### src/rtl/slot_ctr_pkg.sv
// Shared definitions for the issue-slot counter bank.
// Assumes every thread owns exactly four counters addressed by a 2-bit select.
package slot_ctr_pkg;

    // Counter select codes used by both the read and the load port.
    typedef enum logic [1:0] {
        SEL_TOTAL   = 2'd0,
        SEL_FILLED  = 2'd1,
        SEL_ISSUED  = 2'd2,
        SEL_RETIRED = 2'd3
    } ctr_sel_e;

    localparam int NUM_CTRS = 4;

endpackage

### src/rtl/slot_sanitize.sv
// Clamps one thread's fill and issue counts to their legal bounds.
// F is bounded by the issue width; I is bounded by the clamped F.
// Assumes FI_W can hold ISSUE_W.
module slot_sanitize #(
    parameter int ISSUE_W = 4,
    parameter int FI_W    = 3
) (
    input  logic [FI_W-1:0] fill_raw,
    input  logic [FI_W-1:0] issue_raw,
    output logic [FI_W-1:0] fill_ok,
    output logic [FI_W-1:0] issue_ok,
    output logic            bad
);
    localparam logic [FI_W-1:0] T_VAL = FI_W'(ISSUE_W);

    // Purpose: apply both bounds in order and report any violation.
    always_comb begin
        fill_ok  = (fill_raw > T_VAL) ? T_VAL : fill_raw;
        issue_ok = (issue_raw > fill_ok) ? fill_ok : issue_raw;
        bad      = (fill_raw > T_VAL) || (issue_raw > fill_ok);
    end
endmodule

### src/rtl/thread_counter_set.sv
// The four counters and the sticky error flag of one logical thread.
// A load to a counter wins over that counter's increment in the same cycle.
// Assumes inputs are already clamped by slot_sanitize.
module thread_counter_set
    import slot_ctr_pkg::*;
#(
    parameter int ISSUE_W = 4,
    parameter int FI_W    = 3,
    parameter int RET_W   = 4,
    parameter int CNT_W   = 64
) (
    input  logic                          clk,
    input  logic                          rst_n,
    input  logic [FI_W-1:0]               fill_ok,
    input  logic [FI_W-1:0]               issue_ok,
    input  logic [RET_W-1:0]              retire,
    input  logic                          viol,
    input  logic                          ld_en,
    input  logic [1:0]                    ld_sel,
    input  logic [CNT_W-1:0]              ld_data,
    output logic [NUM_CTRS-1:0][CNT_W-1:0] cnt_o,
    output logic                          err_o
);
    logic [NUM_CTRS-1:0][CNT_W-1:0] inc;
    logic [NUM_CTRS-1:0][CNT_W-1:0] cnt_q;

    // Purpose: form the per-counter step for this cycle.
    always_comb begin
        inc[SEL_TOTAL]   = CNT_W'(ISSUE_W);
        inc[SEL_FILLED]  = CNT_W'(fill_ok);
        inc[SEL_ISSUED]  = CNT_W'(issue_ok);
        inc[SEL_RETIRED] = CNT_W'(retire);
    end

    // Purpose: accumulate each counter, or load it when addressed.
    always_ff @(posedge clk) begin
        if (!rst_n) begin
            cnt_q <= '0;
        end else begin
            for (int k = 0; k < NUM_CTRS; k++) begin
                if (ld_en && (ld_sel == 2'(k)))
                    cnt_q[k] <= ld_data;
                else
                    cnt_q[k] <= cnt_q[k] + inc[k];
            end
        end
    end

    // Purpose: hold the violation flag until reset.
    always_ff @(posedge clk) begin
        if (!rst_n)
            err_o <= 1'b0;
        else if (viol)
            err_o <= 1'b1;
    end

    assign cnt_o = cnt_q;
endmodule

### src/rtl/counter_read_port.sv
// Registered read of one counter chosen by thread index and select.
// The result reflects counter values sampled at the request edge.
// Assumes thread indices at or above NUM_THREADS read as zero.
module counter_read_port
    import slot_ctr_pkg::*;
#(
    parameter int NUM_THREADS = 2,
    parameter int CNT_W       = 64,
    parameter int TH_W        = 1
) (
    input  logic                                        clk,
    input  logic                                        rst_n,
    input  logic [NUM_THREADS-1:0][NUM_CTRS-1:0][CNT_W-1:0] cnt_all,
    input  logic                                        rd_en,
    input  logic [TH_W-1:0]                             rd_thread,
    input  logic [1:0]                                  rd_sel,
    output logic [CNT_W-1:0]                            rd_data,
    output logic                                        rd_valid
);
    logic [CNT_W-1:0] pick;

    // Purpose: select the addressed counter combinationally.
    always_comb begin
        pick = '0;
        for (int t = 0; t < NUM_THREADS; t++) begin
            if (rd_thread == TH_W'(t))
                pick = cnt_all[t][rd_sel];
        end
    end

    // Purpose: register the selected value and the valid strobe.
    always_ff @(posedge clk) begin
        if (!rst_n) begin
            rd_data  <= '0;
            rd_valid <= 1'b0;
        end else begin
            rd_valid <= rd_en;
            if (rd_en)
                rd_data <= pick;
        end
    end
endmodule

### src/rtl/issue_slot_counters.sv
// Top of the per-thread issue-slot counter bank.
// One sanitizer and one counter set per thread, plus a shared read port.
// Assumes RET_MAX >= ISSUE_W so the retire input is the widest count.
module issue_slot_counters
    import slot_ctr_pkg::*;
#(
    parameter  int NUM_THREADS = 2,
    parameter  int ISSUE_W     = 4,
    parameter  int RET_MAX     = 8,
    parameter  int CNT_W       = 64,
    localparam int FI_W        = $clog2(ISSUE_W + 1),
    localparam int RET_W       = $clog2(RET_MAX + 1),
    localparam int TH_W        = (NUM_THREADS > 1) ? $clog2(NUM_THREADS) : 1
) (
    input  logic                         clk,
    input  logic                         rst_n,
    input  logic [NUM_THREADS*FI_W-1:0]  fill_cnt,
    input  logic [NUM_THREADS*FI_W-1:0]  issue_cnt,
    input  logic [NUM_THREADS*RET_W-1:0] retire_cnt,
    input  logic                         rd_en,
    input  logic [TH_W-1:0]              rd_thread,
    input  logic [1:0]                   rd_sel,
    output logic [CNT_W-1:0]             rd_data,
    output logic                         rd_valid,
    input  logic                         wr_en,
    input  logic [TH_W-1:0]              wr_thread,
    input  logic [1:0]                   wr_sel,
    input  logic [CNT_W-1:0]             wr_data,
    output logic [NUM_THREADS-1:0]       err_flags
);
    logic [NUM_THREADS-1:0][NUM_CTRS-1:0][CNT_W-1:0] cnt_all;

    for (genvar t = 0; t < NUM_THREADS; t++) begin : g_thread
        logic [FI_W-1:0] fill_ok;
        logic [FI_W-1:0] issue_ok;
        logic            bad;
        logic            ld_here;

        // Purpose: decode whether the load port targets this thread.
        assign ld_here = wr_en && (wr_thread == TH_W'(t));

        slot_sanitize #(
            .ISSUE_W (ISSUE_W),
            .FI_W    (FI_W)
        ) u_clamp (
            .fill_raw  (fill_cnt[t*FI_W +: FI_W]),
            .issue_raw (issue_cnt[t*FI_W +: FI_W]),
            .fill_ok   (fill_ok),
            .issue_ok  (issue_ok),
            .bad       (bad)
        );

        thread_counter_set #(
            .ISSUE_W (ISSUE_W),
            .FI_W    (FI_W),
            .RET_W   (RET_W),
            .CNT_W   (CNT_W)
        ) u_set (
            .clk      (clk),
            .rst_n    (rst_n),
            .fill_ok  (fill_ok),
            .issue_ok (issue_ok),
            .retire   (retire_cnt[t*RET_W +: RET_W]),
            .viol     (bad),
            .ld_en    (ld_here),
            .ld_sel   (wr_sel),
            .ld_data  (wr_data),
            .cnt_o    (cnt_all[t]),
            .err_o    (err_flags[t])
        );
    end

    counter_read_port #(
        .NUM_THREADS (NUM_THREADS),
        .CNT_W       (CNT_W),
        .TH_W        (TH_W)
    ) u_rd (
        .clk       (clk),
        .rst_n     (rst_n),
        .cnt_all   (cnt_all),
        .rd_en     (rd_en),
        .rd_thread (rd_thread),
        .rd_sel    (rd_sel),
        .rd_data   (rd_data),
        .rd_valid  (rd_valid)
    );
endmodule

### config.mk
export PLATFORM = sky130hd
export DESIGN_NAME = issue_slot_counters
export DESIGN_NICKNAME = d
export VERILOG_FILES = /design/src/rtl/slot_ctr_pkg.sv /design/src/rtl/slot_sanitize.sv /design/src/rtl/thread_counter_set.sv /design/src/rtl/counter_read_port.sv /design/src/rtl/issue_slot_counters.sv
export SDC_FILE = /design/constraint.sdc
export NUM_CORES = 2
export LEC_CHECK = 0
export BUFFER_PORTS_ARGS = -buffer_cell sky130_fd_sc_hd__buf_4
export CAP_MARGIN = 10
export CORE_MARGIN = 2
export CORE_UTILIZATION = 55
export DETAILED_ROUTE_END_ITERATION = 8
export GPL_TIMING_DRIVEN = 0
export PLACE_DENSITY = 0.75
export REMOVE_ABC_BUFFERS = 1
export SLEW_MARGIN = 20
export SYNTH_ARGS = -nofsm -noshare
export SYNTH_HDL_FRONTEND = slang
export SYNTH_SLANG_ARGS = --single-unit
### constraint.sdc
create_clock -name clk -period 7.9 [get_ports clk]
set_input_delay 0.79 -clock clk [delete_from_list [all_inputs] [get_ports clk]]
set_output_delay 0.79 -clock clk [all_outputs]
set_load 0.02 [all_outputs]
# Word level (Yosys, flattened, before mapping)
# Index checks and enable logic that the tools add are counted.
[word_totals] reg_bits=579 latch_bits=0 ramBits=0 romBits=0 out_inout_bits=67 elab_cells=59 mem_count=0
[op_classes] n_addsub=8 multipliers=0 n_div=0 order_cmp=5 n_eq_ne=3 shift=0 n_mux=17 bitwise_logic=1 n_reduce_logical=13
[op_table] operator="$mux 64" count=11
[op_table] operator="$add 64x3->64" count=4
[op_table] operator="$bmux 64 s2" count=2
[op_table] operator="$add 64x3->64 const B" count=2
[op_table] operator="$add 64x4->64" count=2
[op_table] operator="$mux 3" count=4
[op_table] operator="$logic_and 1x1->1" count=10
[op_table] operator="$gt 3x3->1" count=2
[op_table] operator="$gt 3x3->1 const B" count=2
[op_table] operator="$eq 2x2->1 const B" count=2
[op_table] operator="$lt 2x3->1 const B" count=1
[op_table] operator="$eq 2x1->1 const B" count=1
[op_table] operator="$logic_not 2->1" count=1
[op_table] operator="$logic_or 1x1->1" count=2
[op_table] operator="$not 1->1" count=1

# Logic depth before layout (Yosys ltp)
[logic_depth] ltp_word=6 mapped_depth=16

# By module
# From an unflattened synthesis, not the netlist that was laid out.
[hier_totals] hier_cells=4054 hier_area_um2=33612.2
[by_module_without_submodules] mod="thread_counter_set" n_inst=2 cells_each=1679 area_per_inst_um2=13505.5
[by_module_without_submodules] mod="counter_read_port" n_inst=1 cells_each=658 area_per_inst_um2=6227.2
[by_module_without_submodules] mod="slot_sanitize" n_inst=2 cells_each=18 area_per_inst_um2=178.9
[by_module_without_submodules] mod="issue_slot_counters" n_inst=1 cells_each=2 area_per_inst_um2=16.3

# Worst setup path after synthesis
# No wires, ideal clock.
[synth_timing] path_kind="input -> register" startpoint="input fill_cnt[1]" endpoint="register g_thread[0].u_set.cnt_q (netlist bit g_thread[0].u_set.cnt_o[184])" setup_time_ns=0.074 arrival_time_ns=3.870 required_ns=7.826 setup_slack_ns=3.955 path_stages=15 path_cell_list="nor2b_1 inv_1 ha_1 a21o_1 a21oi_1 a31oi_1 mux2_2 inv_1 fa_1 nor2b_1 o21bai_2 nor3_4 nand4_4 or4_1 a31oi_1"
[synth_via] elab_chain_len=6
[synth_rtl] element="start, declared" line_no="issue_slot_counters.sv:17" rtl="input logic [NUM_THREADS*FI_W-1:0] fill_cnt,"
[synth_rtl] element="$gt 3x3->1" line_no="slot_sanitize.sv:18" rtl="fill_ok = (fill_raw > T_VAL) ? T_VAL : fill_raw;"
[synth_rtl] element="$mux 3 *" line_no="slot_sanitize.sv:18"
[synth_rtl] element="$gt 3x3->1" line_no="slot_sanitize.sv:19" rtl="issue_ok = (issue_raw > fill_ok) ? fill_ok : issue_raw;"
[synth_rtl] element="$mux 3 *" line_no="slot_sanitize.sv:19"
[synth_rtl] element="$add 64x3->64 *" line_no="thread_counter_set.sv:44" rtl="cnt_q[k] <= cnt_q[k] + inc[k];"
[synth_rtl] element="$mux 64 *" line_no="thread_counter_set.sv:41" rtl="if (ld_en && (ld_sel == 2'(k)))"
[synth_rtl] element="end signal, assigned by index" line_no="thread_counter_set.sv:42" rtl="cnt_q[k] <= ld_data;"
[synth_rtl] element="end signal, assigned by index" line_no="thread_counter_set.sv:44"
[synth_rtl] element="end, declared" line_no="thread_counter_set.sv:25" rtl="logic [NUM_CTRS-1:0][CNT_W-1:0] cnt_q;"
# Every way passes the cells marked *; elsewhere a longest branch is shown, timed or not.
# A chain may end at the register's enable or synchronous reset.

# Final worst setup path
[layout_timing] startpoint="input fill_cnt[5]" endpoint="register g_thread[1].u_set.cnt_q (netlist bit g_thread[1].u_set.cnt_o[162])"
[layout_via] elab_chain_len=6
[layout_rtl] element="$gt 3x3->1" line_no="slot_sanitize.sv:18"
[layout_rtl] element="$mux 3 *" line_no="slot_sanitize.sv:18"
[layout_rtl] element="$gt 3x3->1" line_no="slot_sanitize.sv:19"
[layout_rtl] element="$mux 3 *" line_no="slot_sanitize.sv:19"
[layout_rtl] element="$add 64x3->64 *" line_no="thread_counter_set.sv:44"
[layout_rtl] element="$mux 64 *" line_no="thread_counter_set.sv:41"
[layout_rtl] element="end signal, assigned by index" line_no="thread_counter_set.sv:42"
[layout_rtl] element="end signal, assigned by index" line_no="thread_counter_set.sv:44"
[layout_rtl] element="end, declared" line_no="thread_counter_set.sv:25"
# Marks and branches as above.

==> results.sh <==
export IMPL_critPathSlowestCell="and3_1"
export IMPL_required_ps=8420
export IMPL_drcViolationCount=0
export IMPL_hp_class="reg -> reg"
export IMPL_worst_pin_slew_ps=1173
export IMPL_vias_per_cell=6.549
export IMPL_async_flop_share_pct=0
export IMPL_crit_start="fill_cnt[5]"
export IMPL_cts_buffers=66
export IMPL_final_setup_viol_count=0
export IMPL_cts_root_buf="clkbuf_16"
export IMPL_initial_core_util_pct=55.37
export IMPL_globalplace_congestion=0.9548
export IMPL_post_cts_buffers=0
export IMPL_synth_xor_area_share_pct=12.07
export IMPL_clock_skew_ps=28.38
export IMPL_layout_nets=4006
export IMPL_synth_mux_area_fraction_pct=10.99
export IMPL_wire_per_inst_um=23.72
export IMPL_clock_sinks=579
export IMPL_grt_use_total_pct=35.24
export IMPL_die_w_um=249.8
export IMPL_grt_max_degree=148
export IMPL_syn_cell_area_um2=33240
export IMPL_slew_violations=0
export IMPL_yosys_top_cells_area="dfxtp_1, mux4_2, xnor2_1, o21ai_0, a21oi_1"
export IMPL_dpl_hpwl_um=77280
export IMPL_critPathLaunchType="input pin"
export IMPL_htree_num_levels=3
export IMPL_worstSkewPairLatency_ps=630
export IMPL_ys_types=69
export IMPL_worstPathArrival_ps=5860
export IMPL_cts_buffer_depth=3
export IMPL_synth_seq_cells=579
export IMPL_peakVddDrop_uv=153.6
export IMPL_wl_met1_um=44190
export IMPL_yosysWarnings=0
export IMPL_worstSetupEndpointType="register"
export IMPL_crit_chain="buf_4 -> nor2b_1 -> inv_1 -> ha_1 -> a21o_1 -> a21oi_1 -> a31oi_1 -> mux2_2 -> ha_1 -> nor2b_1 -> o2111a_1 -> and3_1 -> nand4_1 -> xor2_1 -> a21oi_1"
export IMPL_cpLargestDelayFamily="simple AND/OR/NAND/NOR gates"
export IMPL_cts_resized=0
export IMPL_core_area_um2=60020
export IMPL_cts_tree="built"
export IMPL_firstDrtPassIters=6
export IMPL_clk_pin_slew_ps=60
export IMPL_io_pins=161
export IMPL_routed_wl_met3_um=12350
export IMPL_syn_inst=3893
export IMPL_worstReg2RegEnd="g_thread[1].u_set.cnt_o[52]$_SDFF_PN0_"
export IMPL_worst_path_stages=15
export IMPL_synth_flop_cell="dfxtp_1"
export IMPL_yosys_area_share_simple_pct=19.82
export IMPL_synth_area_leader_cell="dfxtp_1"
export IMPL_relSlewSlack_pct=21.62
export IMPL_synth_edf_count=0
export IMPL_power_mw=7.241
export IMPL_crit_buf_inv=2
export IMPL_grt_pass1_wl_um=172500
export IMPL_dr_total_vias=30850
export IMPL_period_needed_ps=5343
export IMPL_outcome="finished, final reports clean"
export IMPL_finalSetupTns_ps=0
export IMPL_grt_ovfl_total=0
export IMPL_p_leak_nw=12.25
export IMPL_synth_top_family_by_area="simple AND/OR/NAND/NOR gates"
export IMPL_row_count=90
export IMPL_worstSetupPathType="in -> reg"
export IMPL_slowest_delay_ps=1030
export IMPL_portBuffers=160
export IMPL_wl_met2_um=49160
export IMPL_ctsHoldBuffers=0
export IMPL_timing_critical_path_to="g_thread[1].u_set.cnt_o[162]$_SDFF_PN0_"
export IMPL_hold_viol_final=0
export IMPL_p_per_area_nw_per_um2=193.9
export IMPL_synthAdderAreaFrac_pct=1.265
export IMPL_highest_layer="met5"
export IMPL_area_delta_synth_final_pct=12.36
export IMPL_max_freq_ghz=0.1872
export IMPL_netlist_area_leader_share_pct=34.88
export IMPL_wl_um=111700
export IMPL_maxCapViolCount=0
export IMPL_critical_path_max_fanout=11
export IMPL_grt_setup_unrepaired="no"
export IMPL_post_route_period_util_pct=67.63
export IMPL_r2r_cells=7
export IMPL_synth_compound_gate_area_share_pct=16.87
export IMPL_antenna_found_initial=6
export IMPL_fp_dieH_um=249.8
export IMPL_first_iter_violations=3533
export IMPL_fp_dieArea_um2=62410
export IMPL_syn_area_per_cell_um2=8.537
export IMPL_yosysSeqAreaShare_pct=34.88
export IMPL_rrSetupSlack_ps=4010
export IMPL_nFillCells=5157
export IMPL_grt_pass1_vias=29110
export IMPL_ant_nets=0
export IMPL_layout_drive_gt1_share_pct=12.32
export IMPL_rr_startpoint="g_thread[1].u_set.cnt_o[2]$_SDFF_PN0_"
==> through the flow <==
step | setup WS, ps | area, um2 | hold slack [ps] | instances | utilization [%]
finish | 2557 | 37340 | 456.5 | 4711 | 62.22
detailed placement | 2314 | 35120 | 451.8 | 4596 | 58.52
global placement | -4028 | 34310 | 444.9 | 4558 | 57.16
global route | 2422 | 37340 | 484.0 | 4711 | 62.22
CTS | 2877 | 37330 | 459.8 | 4709 | 62.20
floorplan | 3075 | 32130 | 433.1 | 3616 | -
==> cell type report <==
| type | instances | area [um2] | area share (%) |
|---|---|---|---|
| Tap cell | 782 | 978.4 | 2.620 |
| Timing Repair Buffer | 198 | 1848 | 4.949 |
| Multi-Input combinational cell | 2968 | 20440 | 54.75 |
| Clock inverter | 10 | 106.4 | 0.2848 |
| Antenna cell | 2 | 5.005 | 0.01340 |
| Inverter | 69 | 264.0 | 0.7069 |
| Clock buffer | 103 | 2107 | 5.642 |
| Sequential cell | 579 | 11590 | 31.04 |
==> cells in the mapped netlist (8+ instances only) <==
cell type	n
a211oi_1	188
a21oi_1	359
a31oi_1	23
and2_1	27
and3_1	67
and4_1	47
buf_1	35
clkbuf_1	222
dfxtp_1	579
ha_1	24
inv_1	68
mux2i_1	71
mux4_2	127
nand2_1	222
nand2b_1	8
nand3_1	185
nand4_1	132
nor2_1	319
nor2b_1	13
nor3_1	120
nor4_1	59
o21ai_0	382
or3_1	32
xnor2_1	253
xor2_1	205
==> flip-flops by register name, indices dropped and copies added, names as in the netlist <==
signal / cells
u_rd.rd_valid: 1
u_rd.rd_data: 64
g_thread.u_set.cnt_o: 512
g_thread.u_set.err_o: 2
==> cells in the final DEF, fill, tap and decap left out, drive strengths merged, types with 69 or more instances in the layout <==
| master | n |
|---|---|
| nand3 | 185 |
| xor2 | 205 |
| mux4 | 128 |
| a211oi | 188 |
| nor2 | 319 |
| buf | 198 |
| clkbuf | 103 |
| nand4 | 137 |
| inv | 69 |
| a21oi | 359 |
| nor3 | 123 |
| mux2i | 71 |
| dfxtp | 579 |
| nand2 | 222 |
| o21ai | 382 |
| xnor2 | 253 |
==> power by group <==
group | total [mW] | internal (mW) | switching [mW] | leakage, nW
Clock | 3.18 | 1.89 | 1.29 | 1.10
Sequential | 3.22 | 3.06 | 0.160 | 4.72
Combinational | 0.839 | 0.363 | 0.476 | 6.43
Total | 7.24 | 5.31 | 1.93 | 12.2
==> worst min-delay path by stage <==
stage	startpoint	end	slack [ps]	cells after the start
final	g_thread[0].u_set.cnt_o[1]$_SDFFE_PN0P_	g_thread[0].u_set.cnt_o[1]$_SDFFE_PN0P_	460	2
after global routing	g_thread[0].u_set.cnt_o[1]$_SDFFE_PN0P_	g_thread[0].u_set.cnt_o[1]$_SDFFE_PN0P_	480	2
after CTS	g_thread[0].u_set.cnt_o[1]$_SDFFE_PN0P_	g_thread[0].u_set.cnt_o[1]$_SDFFE_PN0P_	460	2
after detailed placement	g_thread[0].u_set.cnt_o[1]$_SDFFE_PN0P_	g_thread[0].u_set.cnt_o[1]$_SDFFE_PN0P_	450	2
after global placement	g_thread[1].u_set.cnt_o[1]$_SDFFE_PN0P_	g_thread[1].u_set.cnt_o[1]$_SDFFE_PN0P_	440	2
after floorplan	g_thread[1].u_set.cnt_o[1]$_SDFFE_PN0P_	g_thread[1].u_set.cnt_o[1]$_SDFFE_PN0P_	430	2
==> tightest hold or removal path, cell delays in order (launching register included) <==
cell	delay (ps)
dfxtp_1	310
nand2_1	50
a21oi_1	50
==> metal layers <==
layer	GRT usage, %	vias to the layer above
li1	-	14220
met1	46.15	14640
met2	54.10	1651
met3	8.605	336
met4	18.07	6
met5	0	-
==> logic make-up (layout without fill, tap and decap cells) <==
| kind of cell | after synthesis | in the layout |
|---|---|---|
| other | 0 | 2 |
| AND/OR/NAND/NOR | 1282 | 1282 |
| AO/OA/AOI/OAI | 994 | 994 |
| adder cells (fa/ha/maj) | 30 | 30 |
| flip-flops | 579 | 579 |
| XOR/XNOR | 458 | 458 |
| multiplexers | 204 | 204 |
| buffers and inverters | 346 | 380 |
Power figures use the tool's default switching activity.
